--- src/rtl/fps_pkg.sv ---
package fps_pkg;
    localparam int ADDR_W  = 24;
    localparam int HDR_LEN = 4;

    localparam logic [7:0] OP_WREN = 8'h06;
    localparam logic [7:0] OP_PROG = 8'h02;
    localparam logic [7:0] OP_RDSR = 8'h05;

    localparam logic [1:0] FC_NONE    = 2'b00;
    localparam logic [1:0] FC_RANGE   = 2'b01;
    localparam logic [1:0] FC_TIMEOUT = 2'b10;

    typedef enum logic [3:0] {
        S_IDLE,
        S_CHECK,
        S_LOAD,
        S_WREN,
        S_WREN_WAIT,
        S_PROG,
        S_PROG_WAIT,
        S_POLL,
        S_POLL_WAIT,
        S_ADVANCE
    } seq_state_e;
endpackage

--- src/rtl/fps_chunk_plan.sv ---
module fps_chunk_plan
    import fps_pkg::*;
#(
    parameter int PAGE_BYTES = 256,
    parameter int MAX_CHUNK  = 4,
    parameter int LEN_W      = 25,
    parameter int DEV_BYTES  = 16777216,
    localparam int PAGE_W    = $clog2(PAGE_BYTES),
    localparam int CLEN_W    = $clog2(MAX_CHUNK + 1)
) (
    input  logic [ADDR_W-1:0] addr,
    input  logic [LEN_W-1:0]  rem,
    output logic [CLEN_W-1:0] clen,
    output logic              past_end
);
    logic [31:0] offs;
    logic [31:0] room;
    logic [31:0] lim;
    logic [32:0] last;

    always_comb begin
        offs = 32'(addr[PAGE_W-1:0]);
        room = 32'(PAGE_BYTES) - offs;
        lim  = 32'(MAX_CHUNK);
        if (32'(rem) < lim) lim = 32'(rem);
        if (room < lim)     lim = room;
        clen     = CLEN_W'(lim);
        last     = 33'(addr) + 33'(rem);
        past_end = last > 33'(DEV_BYTES);
    end
endmodule

--- src/rtl/fps_byte_pack.sv ---
module fps_byte_pack #(
    parameter int MAX_CHUNK = 4,
    localparam int CLEN_W   = $clog2(MAX_CHUNK + 1),
    localparam int WORD_W   = 8 * MAX_CHUNK
) (
    input  logic              clk,
    input  logic              rst_n,
    input  logic              clear,
    input  logic              take,
    input  logic [7:0]        byte_in,
    output logic [WORD_W-1:0] word,
    output logic [CLEN_W-1:0] count
);
    logic [CLEN_W-1:0] cnt_q;

    always_ff @(posedge clk or negedge rst_n) begin
        if (!rst_n)      cnt_q <= '0;
        else if (clear)  cnt_q <= '0;
        else if (take)   cnt_q <= cnt_q + 1'b1;
    end

    for (genvar g = 0; g < MAX_CHUNK; g++) begin : g_lane
        logic [7:0] lane_q;
        always_ff @(posedge clk or negedge rst_n) begin
            if (!rst_n)                              lane_q <= '0;
            else if (clear)                          lane_q <= '0;
            else if (take && cnt_q == CLEN_W'(g))    lane_q <= byte_in;
        end
        assign word[8*g +: 8] = lane_q;
    end

    assign count = cnt_q;

    // a byte is only taken while a free lane exists
    assert_lane_fill_R4: assert property (@(posedge clk) disable iff (!rst_n)
        take |-> (32'(cnt_q) < MAX_CHUNK));
endmodule

--- src/rtl/fps_poll_timer.sv ---
module fps_poll_timer #(
    parameter int MAX_POLLS = 100000,
    localparam int CNT_W    = $clog2(MAX_POLLS + 1)
) (
    input  logic clk,
    input  logic rst_n,
    input  logic clear,
    input  logic tick,
    output logic last
);
    logic [CNT_W-1:0] cnt_q;

    always_ff @(posedge clk or negedge rst_n) begin
        if (!rst_n)      cnt_q <= '0;
        else if (clear)  cnt_q <= '0;
        else if (tick)   cnt_q <= cnt_q + 1'b1;
    end

    assign last = (cnt_q == CNT_W'(MAX_POLLS - 1));

    // the retry count never passes the poll limit
    assert_poll_cap_R10: assert property (@(posedge clk) disable iff (!rst_n)
        32'(cnt_q) < MAX_POLLS);
endmodule

--- src/rtl/flash_prog_seq.sv ---
module flash_prog_seq
    import fps_pkg::*;
#(
    parameter int PAGE_BYTES = 256,
    parameter int MAX_CHUNK  = 4,
    parameter int LEN_W      = 25,
    parameter int DEV_BYTES  = 16777216,
    parameter int MAX_POLLS  = 100000
) (
    input  logic             clk,
    input  logic             rst_n,
    input  logic             req_valid,
    input  logic [31:0]      req_addr,
    input  logic [LEN_W-1:0] req_len,
    input  logic             dat_valid,
    input  logic [7:0]       dat_byte,
    output logic             dat_ready,
    output logic             ce_start,
    output logic [7:0]       ce_opcode,
    output logic [23:0]      ce_addr,
    output logic [31:0]      ce_wdata,
    output logic [3:0]       ce_tx_cnt,
    output logic [3:0]       ce_rx_cnt,
    input  logic             ce_busy,
    input  logic [31:0]      ce_rdata,
    output logic             seq_busy,
    output logic             seq_done,
    output logic             seq_fail,
    output logic [1:0]       fail_code,
    output logic [LEN_W-1:0] bytes_done
);
    localparam int CLEN_W = $clog2(MAX_CHUNK + 1);
    localparam int WORD_W = 8 * MAX_CHUNK;
    localparam int PAGE_W = $clog2(PAGE_BYTES);

    seq_state_e state, nstate;

    logic [ADDR_W-1:0] addr_q;
    logic [LEN_W-1:0]  rem_q;
    logic [CLEN_W-1:0] clen_q;
    logic [LEN_W-1:0]  bytes_q;
    logic              done_q, fail_q;
    logic [1:0]        code_q;

    logic [ADDR_W-1:0] nxt_addr;
    logic [LEN_W-1:0]  nxt_rem;
    logic [ADDR_W-1:0] plan_addr;
    logic [LEN_W-1:0]  plan_rem;
    logic [CLEN_W-1:0] plan_clen;
    logic              plan_over;

    logic              pk_clear, pk_take;
    logic [WORD_W-1:0] pk_word;
    logic [CLEN_W-1:0] pk_cnt;

    logic              wip, poll_last, poll_clear, poll_retry, poll_giveup;
    logic              unused_bits;

    assign unused_bits = ^{req_addr[31:24], ce_rdata[31:1]};

    assign nxt_addr  = addr_q + ADDR_W'(clen_q);
    assign nxt_rem   = rem_q - LEN_W'(clen_q);
    assign plan_addr = (state == S_ADVANCE) ? nxt_addr : addr_q;
    assign plan_rem  = (state == S_ADVANCE) ? nxt_rem  : rem_q;

    fps_chunk_plan #(
        .PAGE_BYTES (PAGE_BYTES),
        .MAX_CHUNK  (MAX_CHUNK),
        .LEN_W      (LEN_W),
        .DEV_BYTES  (DEV_BYTES)
    ) u_plan (
        .addr     (plan_addr),
        .rem      (plan_rem),
        .clen     (plan_clen),
        .past_end (plan_over)
    );

    assign pk_clear  = (state == S_CHECK) || (state == S_ADVANCE);
    assign pk_take   = dat_valid && dat_ready;

    fps_byte_pack #(.MAX_CHUNK(MAX_CHUNK)) u_pack (
        .clk     (clk),
        .rst_n   (rst_n),
        .clear   (pk_clear),
        .take    (pk_take),
        .byte_in (dat_byte),
        .word    (pk_word),
        .count   (pk_cnt)
    );

    assign wip         = ce_rdata[0];
    assign poll_clear  = (state == S_PROG_WAIT);
    assign poll_retry  = (state == S_POLL_WAIT) && !ce_busy && wip && !poll_last;
    assign poll_giveup = (state == S_POLL_WAIT) && !ce_busy && wip && poll_last;

    fps_poll_timer #(.MAX_POLLS(MAX_POLLS)) u_timer (
        .clk   (clk),
        .rst_n (rst_n),
        .clear (poll_clear),
        .tick  (poll_retry),
        .last  (poll_last)
    );

    // state register
    always_ff @(posedge clk or negedge rst_n) begin
        if (!rst_n) state <= S_IDLE;
        else        state <= nstate;
    end

    // next-state logic
    always_comb begin
        nstate = state;
        unique case (state)
            S_IDLE:      if (req_valid) nstate = S_CHECK;
            S_CHECK: begin
                if (rem_q == '0)    nstate = S_IDLE;
                else if (plan_over) nstate = S_IDLE;
                else                nstate = S_LOAD;
            end
            S_LOAD:      if (pk_cnt == clen_q) nstate = S_WREN;
            S_WREN:      if (!ce_busy) nstate = S_WREN_WAIT;
            S_WREN_WAIT: if (!ce_busy) nstate = S_PROG;
            S_PROG:      if (!ce_busy) nstate = S_PROG_WAIT;
            S_PROG_WAIT: if (!ce_busy) nstate = S_POLL;
            S_POLL:      if (!ce_busy) nstate = S_POLL_WAIT;
            S_POLL_WAIT: begin
                if (!ce_busy) begin
                    if (!wip)           nstate = S_ADVANCE;
                    else if (poll_last) nstate = S_IDLE;
                    else                nstate = S_POLL;
                end
            end
            S_ADVANCE:   nstate = (nxt_rem == '0) ? S_IDLE : S_LOAD;
            default:     nstate = S_IDLE;
        endcase
    end

    // request datapath and completion pulses
    always_ff @(posedge clk or negedge rst_n) begin
        if (!rst_n) begin
            addr_q  <= '0;
            rem_q   <= '0;
            clen_q  <= '0;
            bytes_q <= '0;
            done_q  <= 1'b0;
            fail_q  <= 1'b0;
            code_q  <= FC_NONE;
        end else begin
            done_q <= 1'b0;
            fail_q <= 1'b0;
            unique case (state)
                S_IDLE: begin
                    if (req_valid) begin
                        addr_q  <= req_addr[ADDR_W-1:0];
                        rem_q   <= req_len;
                        bytes_q <= '0;
                        code_q  <= FC_NONE;
                    end
                end
                S_CHECK: begin
                    clen_q <= plan_clen;
                    if (rem_q == '0) begin
                        done_q <= 1'b1;
                    end else if (plan_over) begin
                        fail_q <= 1'b1;
                        code_q <= FC_RANGE;
                    end
                end
                S_POLL_WAIT: begin
                    if (poll_giveup) begin
                        fail_q <= 1'b1;
                        code_q <= FC_TIMEOUT;
                    end
                end
                S_ADVANCE: begin
                    addr_q  <= nxt_addr;
                    rem_q   <= nxt_rem;
                    bytes_q <= bytes_q + LEN_W'(clen_q);
                    clen_q  <= plan_clen;
                    if (nxt_rem == '0) done_q <= 1'b1;
                end
                default: ;
            endcase
        end
    end

    // outputs
    always_comb begin
        dat_ready = 1'b0;
        ce_start  = 1'b0;
        ce_opcode = 8'h00;
        ce_addr   = addr_q;
        ce_wdata  = '0;
        ce_tx_cnt = 4'd0;
        ce_rx_cnt = 4'd0;
        unique case (state)
            S_LOAD: dat_ready = (pk_cnt < clen_q);
            S_WREN, S_WREN_WAIT: begin
                ce_start  = (state == S_WREN) && !ce_busy;
                ce_opcode = OP_WREN;
                ce_tx_cnt = 4'd1;
            end
            S_PROG, S_PROG_WAIT: begin
                ce_start  = (state == S_PROG) && !ce_busy;
                ce_opcode = OP_PROG;
                ce_wdata  = 32'(pk_word);
                ce_tx_cnt = 4'(clen_q) + 4'(HDR_LEN);
            end
            S_POLL, S_POLL_WAIT: begin
                ce_start  = (state == S_POLL) && !ce_busy;
                ce_opcode = OP_RDSR;
                ce_tx_cnt = 4'd1;
                ce_rx_cnt = 4'd1;
            end
            default: ;
        endcase
    end

    assign seq_busy   = (state != S_IDLE);
    assign seq_done   = done_q;
    assign seq_fail   = fail_q;
    assign fail_code  = code_q;
    assign bytes_done = bytes_q;

    // ---------------- assertions ----------------
    logic wel_armed;
    always_ff @(posedge clk or negedge rst_n) begin
        if (!rst_n) wel_armed <= 1'b0;
        else if (ce_start && ce_opcode == OP_WREN) wel_armed <= 1'b1;
        else if (ce_start && ce_opcode == OP_PROG) wel_armed <= 1'b0;
    end

    // a program never crosses a page edge
    assert_page_edge_R1: assert property (@(posedge clk) disable iff (!rst_n)
        (ce_start && ce_opcode == OP_PROG) |->
        (32'(ce_addr[PAGE_W-1:0]) + 32'(ce_tx_cnt) - HDR_LEN <= PAGE_BYTES));

    // every program follows its own write enable
    assert_wren_first_R2: assert property (@(posedge clk) disable iff (!rst_n)
        (ce_start && ce_opcode == OP_PROG) |-> wel_armed);

    // program length lies in 1..MAX_CHUNK data bytes
    assert_prog_count_R3: assert property (@(posedge clk) disable iff (!rst_n)
        (ce_start && ce_opcode == OP_PROG) |->
        (ce_tx_cnt > 4'(HDR_LEN)) && (32'(ce_tx_cnt) <= HDR_LEN + MAX_CHUNK) && (ce_rx_cnt == 4'd0));

    // a chunk advances only after a clear status
    assert_wip_clear_R5: assert property (@(posedge clk) disable iff (!rst_n)
        (state == S_ADVANCE) |-> !$past(ce_rdata[0]));

    // a range rejection has programmed nothing
    assert_range_silent_R6: assert property (@(posedge clk) disable iff (!rst_n)
        (seq_fail && fail_code == FC_RANGE) |-> (bytes_done == '0));

    // done is a single-cycle pulse and excludes fail
    assert_done_pulse_R11: assert property (@(posedge clk) disable iff (!rst_n)
        seq_done |=> !seq_done);
    assert_done_excl_R11: assert property (@(posedge clk) disable iff (!rst_n)
        !(seq_done && seq_fail));
endmodule

--- config.mk ---
export PLATFORM = sky130hd
export DESIGN_NAME = flash_prog_seq
export DESIGN_NICKNAME = d
export VERILOG_FILES = /design/src/rtl/fps_pkg.sv /design/src/rtl/fps_chunk_plan.sv /design/src/rtl/fps_byte_pack.sv /design/src/rtl/fps_poll_timer.sv /design/src/rtl/flash_prog_seq.sv
export SDC_FILE = /design/constraint.sdc
export NUM_CORES = 1
export LEC_CHECK = 0
export ABC_AREA = 1
export CAP_MARGIN = 10
export CORE_MARGIN = 2
export CORE_UTILIZATION = 30
export DETAILED_ROUTE_END_ITERATION = 16
export GPL_TIMING_DRIVEN = 0
export SLEW_MARGIN = 20
export SYNTH_ARGS = -nofsm -noshare
export SYNTH_HDL_FRONTEND = slang
export SYNTH_SLANG_ARGS = --single-unit
--- constraint.sdc ---
create_clock -name clk -period 6.45 [get_ports clk]
set_clock_uncertainty 0.15 [all_clocks]
set_input_delay 1.29 -clock clk [delete_from_list [all_inputs] [get_ports clk]]
set_output_delay 1.29 -clock clk [all_outputs]
set_load 0.01 [all_outputs]
==> impl_metrics.toml <==
[floorplanning]
dieArea_sq_um = 36130
core_area_sq_um = 34290
die_height_um = 190.1
io_pins = 206
die_x_um = 190.1
core.rowCount = 68
start_util_pct = 30.29

[critical_path]
worstPathArrival_ps = 5770
rr_endpoint = "fail_code[1]"
crit_start = "clen_q[1]"
reg2reg_setup_slack_ps = 900
worstReg2RegStart = "clen_q[1]"
critPathSlowestCell = "dfrtp_1"
cp.required_ps = 6680
cp_slowest_stage_delay_ps = 520
critPathCaptureType = "flop"
crit_type = "reg -> reg"
cp-endpoint = "fail_code[1]"
crit_fanout = 7
cp-start-kind = "flop"
rr_worst_depth = 35
crit_top_cell = "nand2_1"

[logic_synthesis]
yosysSeqAreaShare_pct = 33.00
synth-edff-count = 0
synth_flop_cell = "dfrtp_1"
synthArstFlopShare_pct = 100.0
ys_ff_latch = 137
synth_area_per_cell_sq_um = 6.971
ys.warnings.count = 0
yosys.cell_types.count = 64
synth_cells = 1490
synth_area_sq_um = 10390

[drt]
detail-route-antenna-nets = 0
met3_length_mm = 2.233
dr_wl_met2_mm = 14.83
routed_via_density = 4.846
wl_per_cell_um = 15.54
first_pass_iters = 6
drc = 0
vias = 10410
drt_wl_total_mm = 33.39
wl_met1_mm = 15.26
top_layer = "met5"
drt_iter0_drc = 680

[clocking]
htree_num_levels = 4
numCtsBuffers = 17
cts.sinks = 137
clkTransAtPathRegs_ps = 70
cts_resized = 0
clk_latency_ps = 450
cts_root_buf = "clkbuf_16"
post_cts_buffers = 0
clk_path_buf_depth = 2
holdBufCountCts = 0
cts_tree = "built"

[cells_and_area]
multi_input_area_sq_um = 5966
final_common_cell = "nand2_1"
nFillCells = 3555
final_cells = 2148
final_cell_area_sq_um = 13200
final_cell_mix = "380 x nand2_1, 205 x inv_1, 157 x clkdlybuf4s50_1"
seq_area_sq_um = 3428
syn_to_final_growth_pct = 27.09
layout.nets = 1837
diodes = 0
drive_gt1_share_pct = 7.029

[status]
status = "finished clean"

[grt]
grt_max_degree = 77
grt_antenna_before_repair = 1
grt_pass1_vias = 10090
grt_first_pass_wirelength_mm = 52.74
grtUsageTotal_pct = 18.79
grt_overflow = 0

[power_and_ir_drop]
leakage_nw = 6.094
combPwrFrac_pct = 62.1
internal_power_mw = 3.204
finalPower_mw = 6.347
switchingPower_mw = 3.143
clkPwrFrac_pct = 15.6
p_sw_share_pct = 49.53
peakVddDrop_mv = 0.2452
p_per_area_nw_per_um2 = 480.8
power_frac_seq_pct = 22.3

[placement]
dp_cells = 2116
portBuffers = 158
place_congestion = 0.8680
dpl.hpwl_mm = 26.25
placed_cell_area_sq_um = 12620

[sta]
setup_tns_ps = 0
setup_viol = 0
relSlewSlack_pct = 36.67
slew_violations = 0
fin_crit_sh_pct = 86.00
period_needed_ps = 5547
rsz0062_at_grt = "no"
hold_slack_ps = 327.7
hold_viol_final = 0
max_slew.worst_pin.slew_ps = 942.6
fmax_mhz = 180.3

[hold_path]
min_path_type = "reg -> reg"

[flow_run]
cap_violations = 0
[sequential cells by signal, indices dropped and copies added, names as in the netlist]
name                  cells
clen_q                    3
state                     4
ce_addr                  24
fail_code                 2
u_timer.cnt_q            17
u_pack.count              3
rem_q                    25
bytes_done               25
seq_done                  1
u_pack.g_lane.lane_q     32
seq_fail                  1
[worst max-delay path, delay by kind of cell (launching register included)]
| kind | cells | cell delay, ps |
|---|---|---|
| simple gates | 27 | 3140 |
| flops | 1 | 520 |
| xor+xnor | 1 | 180 |
| buf+inv | 2 | 140 |
| fa+ha+maj | 2 | 800 |
| compound gates | 3 | 560 |
[cell type report]
cell class | instances | area share [%]
inverters | 214 | 6.085
plain buffers | 45 | 1.782
clock buffers | 19 | 3.431
multi-input cells | 1106 | 45.19
well taps | 455 | 4.312
repair buffers | 159 | 12.23
flip-flops and latches | 137 | 25.97
clock inverters | 13 | 1.005
[power by group through the flow]
stage                     Sequential [mW]  Combinational, mW  Clock, mW
final                                1.41               3.94      0.989
after floorplan                      1.39               2.72          0
after global placement               1.42               3.87          0
after detailed placement             1.42               3.93          0
after global routing                 1.46               4.44       1.05
after CTS                            1.41               3.95       1.02
[metrics by stage]
stage	utilization, %	worst slack, ps
floorplan	-	1996
global placement	36.70	-1955
detailed placement	36.79	948.6
CTS	38.50	905.3
global route	38.50	110.4
finish	38.50	902.9
[kinds of logic (layout without fill, tap and decap cells)]
kind of cell | count (synthesis) | after routing | synth area share, %
simple gates | 718 | 718 | 31.29
other cells | 2 | 14 | 0.07230
xor+xnor | 29 | 29 | 2.445
fa+ha+maj | 55 | 55 | 6.914
flops | 137 | 137 | 33.00
buf+inv | 259 | 450 | 9.998
mux | 3 | 3 | 0.3011
compound gates | 287 | 287 | 15.97
[worst min path at each step]
stage,start,endpoint,slack [ps],cells past startpoint
after floorplan,u_timer.cnt_q[5],u_timer.cnt_q[5],330,1
after global placement,bytes_done[24],bytes_done[24],320,1
after detailed placement,bytes_done[24],bytes_done[24],320,1
after CTS,bytes_done[24],bytes_done[24],330,1
after global routing,fail_code[0],fail_code[0],370,2
final,fail_code[1],fail_code[1],330,2
[synth_stat cells (7+ instances only)]
| master | instances | area share (%) |
|---|---|---|
| xnor2_1 | 12 | 1.0 |
| inv_2 | 8 | 0.29 |
| o21ai_1 | 21 | 1.0 |
| nand2_1 | 380 | 14 |
| nand4_1 | 23 | 1.4 |
| ha_1 | 51 | 6.1 |
| inv_1 | 205 | 7.4 |
| nand3_1 | 75 | 3.6 |
| nor3_1 | 27 | 1.3 |
| buf_2 | 8 | 0.39 |
| a21oi_1 | 69 | 3.3 |
| o211ai_1 | 23 | 1.7 |
| clkbuf_1 | 21 | 0.76 |
| o21ai_0 | 115 | 5.5 |
| nand2_2 | 11 | 0.66 |
| nor2_2 | 11 | 0.66 |
| nor2_4 | 10 | 1.1 |
| nor2_1 | 140 | 5.1 |
| nor4_1 | 9 | 0.54 |
| a22oi_1 | 23 | 1.7 |
| dfrtp_1 | 137 | 33 |
| xor2_1 | 17 | 1.4 |
| buf_4 | 9 | 0.65 |
| nand3_2 | 7 | 0.67 |
[per-layer routing]
metal / global-route usage (%) / vias to the layer above
met4: 7.931 / 2
met3: 4.649 / 51
met1: 24.56 / 4819
li1: - / 5257
met5: 0 / -
met2: 29.53 / 280
Note: power is estimated with default switching activity, not from simulation.
